$ cat config.mk
export PLATFORM = sky130hd
export DESIGN_NAME = auto_chan_gate
export DESIGN_NICKNAME = d
export VERILOG_FILES = /design/src/rtl/acg_pkg.sv /design/src/rtl/acg_sync.sv /design/src/rtl/acg_fsm.sv /design/src/rtl/acg_merge.sv /design/src/rtl/auto_chan_gate.sv
export SDC_FILE = /design/constraint.sdc
export NUM_CORES = 1
export LEC_CHECK = 0
export ABC_AREA = 1
export BUFFER_PORTS_ARGS = -buffer_cell sky130_fd_sc_hd__buf_2
export CAP_MARGIN = 20
export CORE_AREA = 2 2 39 41
export CTS_CLUSTER_SIZE = 14
export DETAILED_ROUTE_END_ITERATION = 12
export DIE_AREA = 0 0 41 43
export PLACE_DENSITY_LB_ADDON = 0.05
export SKIP_LAST_GASP = 1
export SLEW_MARGIN = 30
export SYNTH_ARGS = -nofsm -noshare
export SYNTH_HDL_FRONTEND = slang
export SYNTH_SLANG_ARGS = --single-unit
$ cat constraint.sdc
create_clock -name clk -period 1.6 [get_ports clk]
set_input_delay 0.48 -clock clk [delete_from_list [all_inputs] [get_ports clk]]
set_output_delay 0.48 -clock clk [all_outputs]
set_load 0.02 [all_outputs]
$ cat src/rtl/acg_pkg.sv
package acg_pkg;
    typedef enum logic [1:0] {
        GS_BYPASS = 2'd0,
        GS_WAIT   = 2'd1,
        GS_LOCKED = 2'd2
    } gate_state_e;
endpackage

$ cat src/rtl/acg_sync.sv
module acg_sync #(
    parameter int WIDTH  = 3,
    parameter int STAGES = 2
) (
    input  logic             clk,
    input  logic             rst_n,
    input  logic [WIDTH-1:0] async_in,
    output logic [WIDTH-1:0] sync_out
);
    localparam int DEPTH = (STAGES < 2) ? 2 : STAGES;

    for (genvar b = 0; b < WIDTH; b++) begin : g_bit
        logic [DEPTH-1:0] chain_q;
        always_ff @(posedge clk or negedge rst_n) begin
            if (!rst_n) begin
                chain_q <= '0;
            end else begin
                chain_q <= {chain_q[DEPTH-2:0], async_in[b]};
            end
        end
        assign sync_out[b] = chain_q[DEPTH-1];
    end
endmodule

$ cat src/rtl/acg_fsm.sv
module acg_fsm
    import acg_pkg::*;
#(
    parameter int NUM_CH = 3
) (
    input  logic              clk,
    input  logic              rst_n,
    input  logic              gate_en,
    input  logic              settle_done,
    input  logic              soft_rst,
    input  logic [NUM_CH-1:0] ch_sync,
    output gate_state_e       state_q,
    output logic [NUM_CH-1:0] mask_q
);
    localparam logic [NUM_CH-1:0] ALL_PASS = {NUM_CH{1'b1}};

    gate_state_e state_d;
    logic        capture;

    // Next-state logic
    always_comb begin
        state_d = state_q;
        capture = 1'b0;
        if (soft_rst) begin
            // T_SOFT
            state_d = gate_en ? GS_WAIT : GS_BYPASS;
        end else begin
            unique case (state_q)
                GS_BYPASS: begin
                    if (gate_en) state_d = GS_WAIT;          // T_ARM
                end
                GS_WAIT: begin
                    if (!gate_en) begin
                        state_d = GS_BYPASS;                 // T_DISARM
                    end else if (settle_done) begin
                        state_d = GS_LOCKED;                 // T_CAPTURE
                        capture = 1'b1;
                    end
                end
                GS_LOCKED: begin
                    if (!gate_en) state_d = GS_BYPASS;       // T_DISARM
                end
                default: state_d = GS_BYPASS;
            endcase
        end
    end

    // State register
    always_ff @(posedge clk or negedge rst_n) begin
        if (!rst_n) begin
            state_q <= GS_BYPASS;
        end else begin
            state_q <= state_d;
        end
    end

    // Output register: pass mask
    always_ff @(posedge clk or negedge rst_n) begin
        if (!rst_n) begin
            mask_q <= ALL_PASS;
        end else if (capture) begin
            mask_q <= ch_sync;
        end else if (state_d != GS_LOCKED) begin
            mask_q <= ALL_PASS;
        end
    end
endmodule

$ cat src/rtl/acg_merge.sv
module acg_merge #(
    parameter int NUM_CH = 3
) (
    input  logic [NUM_CH-1:0] ch_sync,
    input  logic [NUM_CH-1:0] mask,
    output logic              merged
);
    logic [NUM_CH-1:0] gated;

    for (genvar c = 0; c < NUM_CH; c++) begin : g_gate
        assign gated[c] = ch_sync[c] & mask[c];
    end

    assign merged = |gated;
endmodule

$ cat src/rtl/auto_chan_gate.sv
module auto_chan_gate
    import acg_pkg::*;
#(
    parameter int NUM_CH      = 3,
    parameter int SYNC_STAGES = 2
) (
    input  logic              clk,
    input  logic              rst_n,
    input  logic              gate_en,
    input  logic              settle_done,
    input  logic              soft_rst,
    input  logic [NUM_CH-1:0] ch_data,
    input  logic              carrier_in,
    output logic              data_out,
    output logic              carrier_out,
    output logic [NUM_CH-1:0] pass_status
);
    logic [NUM_CH-1:0] ch_sync;
    logic [NUM_CH-1:0] mask;
    gate_state_e       state_q;

    acg_sync #(
        .WIDTH  (NUM_CH),
        .STAGES (SYNC_STAGES)
    ) u_sync (
        .clk      (clk),
        .rst_n    (rst_n),
        .async_in (ch_data),
        .sync_out (ch_sync)
    );

    acg_fsm #(
        .NUM_CH (NUM_CH)
    ) u_fsm (
        .clk         (clk),
        .rst_n       (rst_n),
        .gate_en     (gate_en),
        .settle_done (settle_done),
        .soft_rst    (soft_rst),
        .ch_sync     (ch_sync),
        .state_q     (state_q),
        .mask_q      (mask)
    );

    acg_merge #(
        .NUM_CH (NUM_CH)
    ) u_merge (
        .ch_sync (ch_sync),
        .mask    (mask),
        .merged  (data_out)
    );

    assign pass_status = mask;
    assign carrier_out = carrier_in;
endmodule

==> reports/results.ini <==
[run_status]
status=complete, no violations

[critical_path]
required_ns=1.12
cp-end-kind=primary output
cp_num_buf_inv=1
path_cells=nand2_1 -> nand3_2 -> buf_6
cp_top_family=flip-flops
max_stage_delay_ns=0.54
path_class=reg -> out
cp-start-kind=flip-flop
crit_path_max_fanout=3
slowest_stage=dfstp_2
crit_arrival_ns=1.06

[final_layout]
multi_input_area_sq_um=100
drive_gt1_share_pct=37.7
fin_area_sq_um=502
regArea_sq_um=279
diodes=0
area_growth_syn_to_layout_pct=26.5
fill_cells=146
layout.nets=63

[global_route]
grt_pass1_wl_um=1070
grtUsageTotal_pct=9.82
gr-total-overflow=0
antenna_found_initial=0
grt_max_degree=12
grt_pass1_vias=263

[placed_design]
dpl-instance-area_sq_um=464
gp_congestion=0.619
port_buffers=11
hpwl_um=527
pre_cts_ws_ns=0.291

[timing]
fin_crit_ns=1.54
finalSetupViolCount=0
fin_ws_ns=0.0583
fmax_mhz=649
skew_ns=0.000595
slew_headroom_pct=84.2
tightest_slew_ns=0.237
hold_viol_final=0
period_share_pct=96.4
setup-tns-final_ns=0
slew_viol_final=0
grt_setup_unrepaired=no

[synth]
yosysWarnings=0
synth_nets=48
synth-seq-cells=11
seq_area_frac_synth_pct=70.3
synth_cell_types=12
syn-cell-area_sq_um=397
syn_avg_cell_area_sq_um=10.2
syn_inst=39

[route]
wl_met3_um=46
wl_um=650
via_count=291
initialDrtViolationCount=1
wl_met2_um=319
drtAntennaViolNets=0
wl_per_cell_um=9.42
m1WireLength_um=270
via_per_inst=4.22
dr.pass1.iters=2
drc=0
top_layer_used=met4

[power]
vdd_drop_max_v=0.000352
powerDensity_nw_per_um2=1020
p_leak_nw=0.241

[cts]
cts_root_buffer=clkbuf_4
cts_inserted_buffers=3
tritoncts=built
clkSinkCount=11
htreeDepth=1
postCtsSetupBuffers=0
path_clk_slew_ns=0.06
clock_path_buffers=2
clk_latency_ns=0.26

[die]
dieArea_sq_um=1760
coreArea_sq_um=1380
num_io_pins=14
die_h_um=43
die_width_um=41
rows=14
start_util_pct=28.7

[hold_path]
hold_path.class=in -> async

[flow_run]
cap_violations=0

## flip-flops by register name, summed over array words and instances, names as in the netlist
signal / flops
u_fsm.mask_q: 3
u_fsm.state_q: 2
u_sync.g_bit.chain_q: 6
## cells in the mapped netlist, drive strengths merged
cell   instances  share of area (%)
inv            4                3.8
nor2          12                 12
nand3          1                1.3
o21ai          1                1.3
a21oi          1                1.3
dfstp          3                 20
buf            1                1.9
dfrtp          8                 50
nand2          7                6.6
nand4          1                1.6
## final timing paths
kind	from	end	slack, ns	cells after the start
worst max-delay path	u_fsm.mask_q[0]	data_out	0.06	3
max in group asynchronous	rst_n	u_fsm.mask_q[0]	1.27	1
min in group clk	ch_data[2]	u_sync.g_bit[2].chain_q[0]	0.32	1
worst min register to register	u_sync.g_bit[0].chain_q[0]	u_sync.g_bit[0].chain_q[1]	0.35	0
worst min-delay path	rst_n	u_sync.g_bit[1].chain_q[0]	0.07	1
worst max register to register	u_fsm.state_q[0]	u_fsm.mask_q[2]	0.76	4
## stage by stage
stage               power [mW]  hold slack (ns)  util [%]  instances
floorplan                0.319            0.184         -         39
global placement         0.334            0.334      33.5         65
detailed placement       0.336            0.339      33.5         65
CTS                      0.521           0.0682      35.4         69
global route             0.545           0.0697      36.3         69
finish                   0.511           0.0727      36.3         69
## per-layer routing
metal / vias to the layer above / track usage (%)
met5: - / 0
li1: 146 / -
met2: 10 / 12.5
met3: 2 / 4.71
met1: 133 / 11.9
met4: 0 / 8.00
## cell usage in the layout, fill, tap and decap left out, types with 3 or more instances in the layout
cell	count
clkbuf_4	3
dfstp_2	3
nand2_1	7
dfrtp_1	8
buf_2	10
nor2_1	11
inv_1	3
## what timing repair did
action | in CTS | in global routing
endpoints found under the setup margin | 0 | 1
hold buffers | 0 | 0
resized for setup | 0 | 3
hold endpoints to repair | 0 | 0
## power breakdown
group	switching [mW]	internal [mW]	total [mW]
clock network	0.0814	0.0963	0.178
logic	0.0224	0.0147	0.0371
registers	0.00517	0.291	0.296
total	0.109	0.402	0.511
## layout make-up
type | instances | area share (%)
clock buffer | 4 | 5.24
inverter | 4 | 2.99
multi-input combinational | 23 | 20.0
sequential | 11 | 55.6
tap | 16 | 3.99
timing repair buffer | 11 | 12.2
## kinds of logic after synthesis
group	after synthesis	synth area share, %
buf+inv	5	5.68
compound gates	2	2.52
simple gates	21	21.5
flops	11	70.3
No activity file was read; power rests on OpenSTA's default activity.
